[config.mk]
export PLATFORM = sky130hd
export DESIGN_NAME = tmr_chan_pair
export DESIGN_NICKNAME = d
export VERILOG_FILES = /design/src/rtl/tcp_pkg.sv /design/src/rtl/tcp_edge.sv /design/src/rtl/tcp_chan.sv /design/src/rtl/tmr_chan_pair.sv
export SDC_FILE = /design/constraint.sdc
export NUM_CORES = 1
export LEC_CHECK = 0
export ABC_AREA = 1
export BUFFER_PORTS_ARGS = -buffer_cell sky130_fd_sc_hd__buf_2
export CAP_MARGIN = 25
export CORE_ASPECT_RATIO = 1.75
export CORE_MARGIN = 2
export CORE_UTILIZATION = 57
export DETAILED_ROUTE_END_ITERATION = 7
export MAX_ROUTING_LAYER = met4
export PLACE_DENSITY = 0.76
export RECOVER_POWER = 25
export SKIP_CTS_REPAIR_TIMING = 1
export SLEW_MARGIN = 20
export SYNTH_ARGS = -nofsm -noshare
export SYNTH_HDL_FRONTEND = slang
export SYNTH_SLANG_ARGS = --single-unit
[constraint.sdc]
create_clock -name clk -period 1.9 [get_ports clk]
set_clock_uncertainty 0.2 [all_clocks]
set_input_delay 0.095 -clock clk [delete_from_list [all_inputs] [get_ports clk]]
set_output_delay 0.095 -clock clk [all_outputs]
set_load 0.005 [all_outputs]
[src/rtl/tcp_pkg.sv]
package tcp_pkg;

  localparam int unsigned CTRL_W = 8;
  localparam int unsigned B_MSA  = 2;
  localparam int unsigned B_MSB  = 3;
  localparam int unsigned B_IE   = 4;
  localparam int unsigned B_FLAG = 7;

  typedef enum logic [1:0] {
    MODE_OFF     = 2'd0,
    MODE_CAPTURE = 2'd1,
    MODE_COMPARE = 2'd2
  } chan_mode_e;

  // Function chosen by edge/level field, mode bit A and buffered mode.
  function automatic chan_mode_e decode_mode(input logic [1:0] els, input logic msa,
                                             input logic buf_on);
    if (els == 2'b00)   return MODE_OFF;
    if (msa || buf_on)  return MODE_COMPARE;
    return MODE_CAPTURE;
  endfunction

  // Output level after a compare match.
  function automatic logic match_level(input logic [1:0] els, input logic cur);
    case (els)
      2'b01:   return ~cur;
      2'b10:   return 1'b0;
      2'b11:   return 1'b1;
      default: return cur;
    endcase
  endfunction

  // Output level after a counter wrap (PWM period start).
  function automatic logic wrap_level(input logic [1:0] els, input logic cur);
    case (els)
      2'b10:   return 1'b1;
      2'b11:   return 1'b0;
      default: return cur;
    endcase
  endfunction

  // Whether a detected edge is one the field asks to capture.
  function automatic logic edge_wanted(input logic [1:0] els, input logic rise,
                                       input logic fall);
    return (els[0] & rise) | (els[1] & fall);
  endfunction

endpackage

[src/rtl/tcp_edge.sv]
module tcp_edge #(
  parameter int unsigned STAGES = 2
) (
  input  logic clk,
  input  logic rst_n,
  input  logic pin,
  output logic rise,
  output logic fall
);
  // chain[STAGES-1] is the synchronized level, chain[STAGES] its previous value
  logic [STAGES:0] chain;

  always_ff @(posedge clk or negedge rst_n) begin
    if (!rst_n) chain <= '0;
    else        chain <= {chain[STAGES-1:0], pin};
  end

  assign rise = chain[STAGES-1] & ~chain[STAGES];
  assign fall = ~chain[STAGES-1] & chain[STAGES];
endmodule

[src/rtl/tcp_chan.sv]
module tcp_chan
  import tcp_pkg::*;
#(
  parameter int unsigned CW      = 16,
  parameter bit          HAS_MSB = 1'b0
) (
  input  logic          clk,
  input  logic          rst_n,
  input  logic          wr_ctrl,
  input  logic          wr_val,
  input  logic          rd_ctrl,
  input  logic [CW-1:0] wdata,
  input  logic [CW-1:0] cnt_val,
  input  logic          cnt_ovf,
  input  logic          pin_in,
  input  logic          dis_i,
  input  logic          buf_i,
  input  logic [CW-1:0] cmp_ext,
  output logic [CTRL_W-1:0] ctrl_o,
  output logic [CW-1:0] val_o,
  output logic          out_o,
  output logic          own_o,
  output logic          irq_o,
  output logic          flag_o,
  output logic          cap_evt_o,
  output logic          cmp_evt_o
);
  logic [1:0]  els;
  logic        msa, msb, ie, flag, armed, out_q;
  logic [CW-1:0] val;
  logic        rise, fall, clr_ok;
  logic [CW-1:0] cmp_use;
  chan_mode_e  mode;

  tcp_edge #(.STAGES(2)) u_edge (
    .clk(clk), .rst_n(rst_n), .pin(pin_in), .rise(rise), .fall(fall)
  );

  assign mode      = dis_i ? MODE_OFF : decode_mode(els, msa, buf_i);
  assign cmp_use   = buf_i ? cmp_ext : val;
  assign cap_evt_o = (mode == MODE_CAPTURE) && edge_wanted(els, rise, fall);
  assign cmp_evt_o = (mode == MODE_COMPARE) && (cnt_val == cmp_use);
  assign clr_ok    = wr_ctrl && !dis_i && armed && !wdata[B_FLAG];

  always_ff @(posedge clk or negedge rst_n) begin
    if (!rst_n) begin
      els   <= 2'b00;
      msa   <= 1'b0;
      msb   <= 1'b0;
      ie    <= 1'b0;
      flag  <= 1'b0;
      armed <= 1'b0;
      val   <= '0;
      out_q <= 1'b1;
    end else begin
      if (wr_ctrl && !dis_i) begin
        els <= wdata[1:0];
        msa <= wdata[B_MSA];
        msb <= HAS_MSB ? wdata[B_MSB] : 1'b0;
        ie  <= wdata[B_IE];
      end
      if (cap_evt_o || cmp_evt_o) flag <= 1'b1;
      else if (clr_ok)            flag <= 1'b0;
      if (rd_ctrl && flag) armed <= 1'b1;
      else if (wr_ctrl)    armed <= 1'b0;
      if (cap_evt_o)   val <= cnt_val;
      else if (wr_val) val <= wdata;
      if (mode == MODE_OFF)                      out_q <= ~msa;
      else if (cmp_evt_o)                        out_q <= match_level(els, out_q);
      else if (mode == MODE_COMPARE && cnt_ovf)  out_q <= wrap_level(els, out_q);
    end
  end

  assign ctrl_o = {flag, 2'b00, ie, msb, msa, els};
  assign val_o  = val;
  assign out_o  = out_q;
  assign own_o  = (mode != MODE_OFF);
  assign irq_o  = flag & ie & ~dis_i;
  assign flag_o = flag;
endmodule

[src/rtl/tmr_chan_pair.sv]
module tmr_chan_pair
  import tcp_pkg::*;
#(
  parameter int unsigned CW = 16
) (
  input  logic          clk,
  input  logic          rst_n,
  input  logic          reg_wr,
  input  logic          reg_rd,
  input  logic [1:0]    reg_addr,
  input  logic [CW-1:0] reg_wdata,
  output logic [CW-1:0] reg_rdata,
  input  logic [CW-1:0] cnt_val,
  input  logic          cnt_ovf,
  input  logic [1:0]    pin_in,
  input  logic [1:0]    gpio_out,
  output logic [1:0]    pin_out,
  output logic [1:0]    pin_own,
  output logic [1:0]    irq
);
  localparam int unsigned NCH = 2;

  logic [CTRL_W-1:0] ctrl_a [NCH];
  logic [CW-1:0]     val_a  [NCH];
  logic [NCH-1:0]    out_v, own_v, flag_v, cap_e, cmp_e;
  logic [NCH-1:0][1:0] els_v;
  logic              buf_on, last_odd;
  logic [CW-1:0]     act_cmp;

  assign buf_on = ctrl_a[0][B_MSB];

  for (genvar i = 0; i < NCH; i++) begin : g_ch
    localparam logic [1:0] A_CTRL = 2'(2 * i);
    localparam logic [1:0] A_VAL  = 2'(2 * i + 1);
    tcp_chan #(.CW(CW), .HAS_MSB(i == 0)) u_ch (
      .clk(clk), .rst_n(rst_n),
      .wr_ctrl(reg_wr && reg_addr == A_CTRL),
      .wr_val (reg_wr && reg_addr == A_VAL),
      .rd_ctrl(reg_rd && reg_addr == A_CTRL),
      .wdata(reg_wdata), .cnt_val(cnt_val), .cnt_ovf(cnt_ovf),
      .pin_in(pin_in[i]),
      .dis_i((i == 1) ? buf_on : 1'b0),
      .buf_i((i == 0) ? buf_on : 1'b0),
      .cmp_ext(act_cmp),
      .ctrl_o(ctrl_a[i]), .val_o(val_a[i]), .out_o(out_v[i]), .own_o(own_v[i]),
      .irq_o(irq[i]), .flag_o(flag_v[i]), .cap_evt_o(cap_e[i]), .cmp_evt_o(cmp_e[i])
    );
    assign els_v[i]   = ctrl_a[i][1:0];
    assign pin_own[i] = own_v[i];
    assign pin_out[i] = own_v[i] ? out_v[i] : gpio_out[i];
  end

  // Shadow compare value for buffered mode: reloads at wrap from last-written slot.
  always_ff @(posedge clk or negedge rst_n) begin
    if (!rst_n) begin
      last_odd <= 1'b0;
      act_cmp  <= '0;
    end else begin
      if (buf_on && reg_wr && reg_addr == 2'd1)      last_odd <= 1'b0;
      else if (buf_on && reg_wr && reg_addr == 2'd3) last_odd <= 1'b1;
      if (buf_on && cnt_ovf) act_cmp <= last_odd ? val_a[1] : val_a[0];
    end
  end

  always_comb begin
    if (reg_addr[0]) reg_rdata = val_a[reg_addr[1]];
    else             reg_rdata = CW'(ctrl_a[reg_addr[1]]);
  end
endmodule

==> results.md <==
- The flow ran to the end, but the final reports show violations.
- The checks that failed: hold timing, setup timing.
- For the pin with the worst max-slew slack, the measured transition is roughly 1.2 ns.
- The detailed router finished its first iteration with around 480 violations.
- The kind of cell with the highest combined delay along the critical path is simple AND/OR/NAND/NOR gates.
- The final weighted congestion of routability-driven global placement is slightly below 1.
- The cell area reported after detailed placement is about 0.0047 mm2.
- The clock tree buffer depth is 2.
- In this run the tightest slew margin relative to its limit is 0.190.
- For this run, the slowest stage of the critical path takes around 0.45 ns.
- Setup repair after global routing could not meet its margin everywhere.
- Data on the critical path arrives at its endpoint at 2.02 ns.
- The share of the Yosys chip area taken by registers is 0.424.
- The effective utilization at floorplan is 0.581.
- The slack of the worst reg-to-reg path is -0.05 ns.
- The highest net fanout along the worst path is 5.
- The die width is 68.4 um.
- For the worst-skew pair, the clock arrives at the later sink with an insertion delay of roughly 0.34 ns.
- The total power density per cell area is roughly 1200 mW/mm2.
- Clock tree synthesis found a total of 70 sinks.
- In this run the number of H-tree levels came out at 3.
- The placeable core area is slightly above 0.007 mm2.
- The total routing resource utilization after global routing is 0.373.
- CTS placed an instance of sky130_fd_sc_hd__clkbuf_16 at the clock tree root.
- The netlist uses 37 different library cells.
- The worst-case IR drop observed on VDD is between 0.001 and 0.0015 V.
- The worst register-to-register path has a depth of 13.
- The worst min-delay path class is in -> reg.
- Once detailed placement completed, the half-perimeter wirelength came to slightly below 10000 um.
- The count of final max-slew check failures is 0.
- The total clock buffers created by CTS is 9.
- The peak clock frequency supported by timing is around 0.51 GHz.
- The buffering stage count on the worst path with inverters included is 2.
- The library cell used most frequently in the layout, excluding fill and tap cells, is sky130_fd_sc_hd__nand2_1.
- The wire length reported by the detailed router is approximately 14000 um.
- TritonCTS built the clock tree.
- Summed over all layers, the global routing overflow is 0.
- Synthesis produced a netlist whose cell count is 552.
- The count of nets left with antenna violations after detail routing is 0.
- The area growth from synthesis to layout is 33.5%.
- The post-layout worst setup margin is -0.0534 ns.
- Dividing the final minimum period by the clock period gives 1.03.
- The global-route wire length before repair is just over 20000 um.
- The library cell contributing the largest single delay on the critical path is sky130_fd_sc_hd__dfrtp_2.
- For this run, design rule violations remaining after detail routing come to 0.
- The die extent in y is 117 um.
- Counting flops and latches in the post-synthesis netlist gives 70.
- The mapped netlist covers ~0.0041 mm2.
- The fill cell total of the finished layout is 518.
- The standard-cell row count is ~40.
- The most critical setup path has its startpoint at g_ch[0].u_ch.msb.
- The capture point of the critical path is g_ch[0].u_ch.out_o.
- Max-cap violations in this run came to 0.
- The via count of the first global-routing pass came to between 4000 and 5000.
- The average footprint of a synthesized cell is around 7.5 um2.
- The post-place setup slack is -0.169 ns.
- The number of antenna violations at the first check in global routing is 0.
- After detailed routing, the average wire length per cell comes to roughly 19 um.
- Dividing the detail-routed via count by the number of cells gives approximately 6.0.
- The count of port buffers added during placement is 64.
- The net total in the final layout is ~710.
- In this run the critical register-to-register path is launched from g_ch[0].u_ch.msb.
- The total die area is approximately 0.008 mm2.
- The critical path is of the reg -> reg type.
- The count of boundary I/O pins is 65.
- The required time of the critical path is around 2.0 ns.
- The final cell area excluding filler cells is roughly 0.0055 mm2.
- STA classifies the critical path endpoint as a flip-flop.
- The first detailed-routing pass took 5 iterations.
- The final setup violation count is 1.
- The signal on the critical path passes through inv_4 > buf_8 > nand2_1 > nand2_1 > nand2_1 > nand2_2 > nor2_4 > nand2_2 > nor2_4 > nand4_1 > nand2_1 > nor2_1 > nor2_1.
- The endpoint of the worst-slack reg-to-reg timing path is g_ch[0].u_ch.out_o.
- The synthesis warning total is 0.
- Entering global routing, the biggest net connects 34 pins.
- The final-report hold violation count is 9.
- The startpoint type of the worst setup path is a flip-flop.
- The analysis attributes to cell leakage a power of between 2 and 3 nW.
- Counting every net in the synthesized netlist gives slightly below 600.
- The critical path depth in cells is 13.
- Final hold analysis gives a worst-case slack of -0.0326 ns.
- Leaving out fill and tap cells, the most frequent cells in the layout are 129 x sky130_fd_sc_hd__nand2_1, 71 x sky130_fd_sc_hd__inv_1, 67 x sky130_fd_sc_hd__dfrtp_1, 61 x sky130_fd_sc_hd__buf_2, 52 x sky130_fd_sc_hd__nand3_1.
- 0 antenna diodes ended up in the layout.
- After clock tree synthesis, the clock-pin slew on the worst setup and hold paths is approximately 0.060 ns.
- Of the cells placed in the final design, the portion with a size suffix greater than 1 is 0.230.
- The cell repeated most along the worst path is sky130_fd_sc_hd__nand2_1.
- The time the worst path needs with I/O delays and setup is between 1.5 and 2 ns.
- Summing over every cut layer, the via total after detailed routing is roughly 4500.
## cell type report
class	instances	area, um2	area share
tap	86	108	0.0195
timing repair buffer	128	981	0.177
multi-input combinational	381	2060	0.373
sequential	70	1760	0.318
clock inverter	6	111	0.0201
clock buffer	10	229	0.0414
inverter	74	280	0.0507
## registers in the layout, indices dropped and copies added (netlist names)
signal / cells
g_ch.u_ch.val_o: 32
act_cmp: 16
g_ch.u_ch.u_edge.chain: 6
g_ch.u_ch.els: 4
g_ch.u_ch.armed: 2
g_ch.u_ch.flag_o: 2
g_ch.u_ch.ie: 2
g_ch.u_ch.msa: 2
g_ch.u_ch.out_o: 2
g_ch.u_ch.msb: 1
last_odd: 1
## routing by layer
| metal | global-route usage | vias to the layer above | share of wire |
|---|---|---|---|
| met4 | 0.201 | 0 | 0.044 |
| met2 | 0.627 | 229 | 0.54 |
| met5 | - | - | 0 |
| li1 | - | 2097 | - |
| met3 | 0.0896 | 53 | 0.069 |
| met1 | 0.390 | 2141 | 0.34 |
## how the worst min path moves through the flow
stage | startpoint | endpoint | slack, ns | depth (start not counted)
4_1_cts | rst_n | g_ch[1].u_ch.val_o[14] | -0.46 | 1
5_1_grt | cnt_val[14] | g_ch[0].u_ch.val_o[14] | 0.007 | 3
3_3_place_gp | rst_n | g_ch[0].u_ch.val_o[10] | -0.12 | 1
2_1_floorplan | rst_n | act_cmp[0] | -0.40 | 0
3_5_place_dp | rst_n | g_ch[0].u_ch.val_o[13] | -0.10 | 1
6_report | cnt_val[1] | g_ch[1].u_ch.val_o[1] | -0.03 | 3
## cells in the mapped netlist (all sizes together)
cell type,instances,share of area
a32o,2,0.0048
nand2,148,0.14
inv,74,0.067
a21oi,18,0.022
a31oi,1,0.0015
dfstp,2,0.013
nand4,7,0.011
nand3,58,0.074
o22ai,10,0.015
o211ai,2,0.0036
or2,1,0.0015
o21ai,38,0.049
a22oi,4,0.0073
xor2,3,0.0063
nor3,1,0.0012
o2111ai,1,0.0021
a211oi,1,0.0018
nor2,43,0.043
o31ai,3,0.0066
buf,16,0.029
xnor2,1,0.0021
nor4,1,0.0015
o221ai,37,0.078
dfrtp,68,0.41
clkbuf,11,0.010
a21boi,1,0.0018
## worst register-to-register path: stages, from the launching register on
cell and delay, ns:
sky130_fd_sc_hd__dfrtp_2 0.45, sky130_fd_sc_hd__inv_4 0.08, sky130_fd_sc_hd__buf_8 0.15, sky130_fd_sc_hd__nand2_1 0.09, sky130_fd_sc_hd__nand2_1 0.06, sky130_fd_sc_hd__nand2_1 0.07, sky130_fd_sc_hd__nand2_2 0.06, sky130_fd_sc_hd__nor2_4 0.15
sky130_fd_sc_hd__nand2_2 0.09, sky130_fd_sc_hd__nor2_4 0.12, sky130_fd_sc_hd__nand4_1 0.10, sky130_fd_sc_hd__nand2_1 0.11, sky130_fd_sc_hd__nor2_1 0.05, sky130_fd_sc_hd__nor2_1 0.12
## cells by family (layout without fill, tap and decap cells)
logic type | after synthesis | in the layout | share of synthesized area
XOR/XNOR | 4 | 4 | 0.00846
AO/OA/AOI/OAI | 118 | 118 | 0.193
flip-flops | 70 | 70 | 0.424
buffers and inverters | 101 | 218 | 0.106
AND/OR/NAND/NOR | 259 | 259 | 0.269
## per-stage QoR
step	util	total power, mW	setup TNS (ns)	std cells	hold WS [ns]
after floorplan	-	3.70	0	552	-0.401
after global placement	0.659	4.40	-0.201	704	-0.121
after detailed placement	0.659	4.46	-0.264	704	-0.101
after CTS	0.707	6.41	-0.326	720	-0.460
after global routing	0.775	7.04	-2.58	755	0.00652
final	0.775	6.66	-0.0534	755	-0.0326
## power by group
part | internal, mW | switching [mW]
sequential | 1.99 | 0.382
combinational | 0.952 | 1.40
clock | 1.28 | 0.649
(Power assumes the default switching activity.)
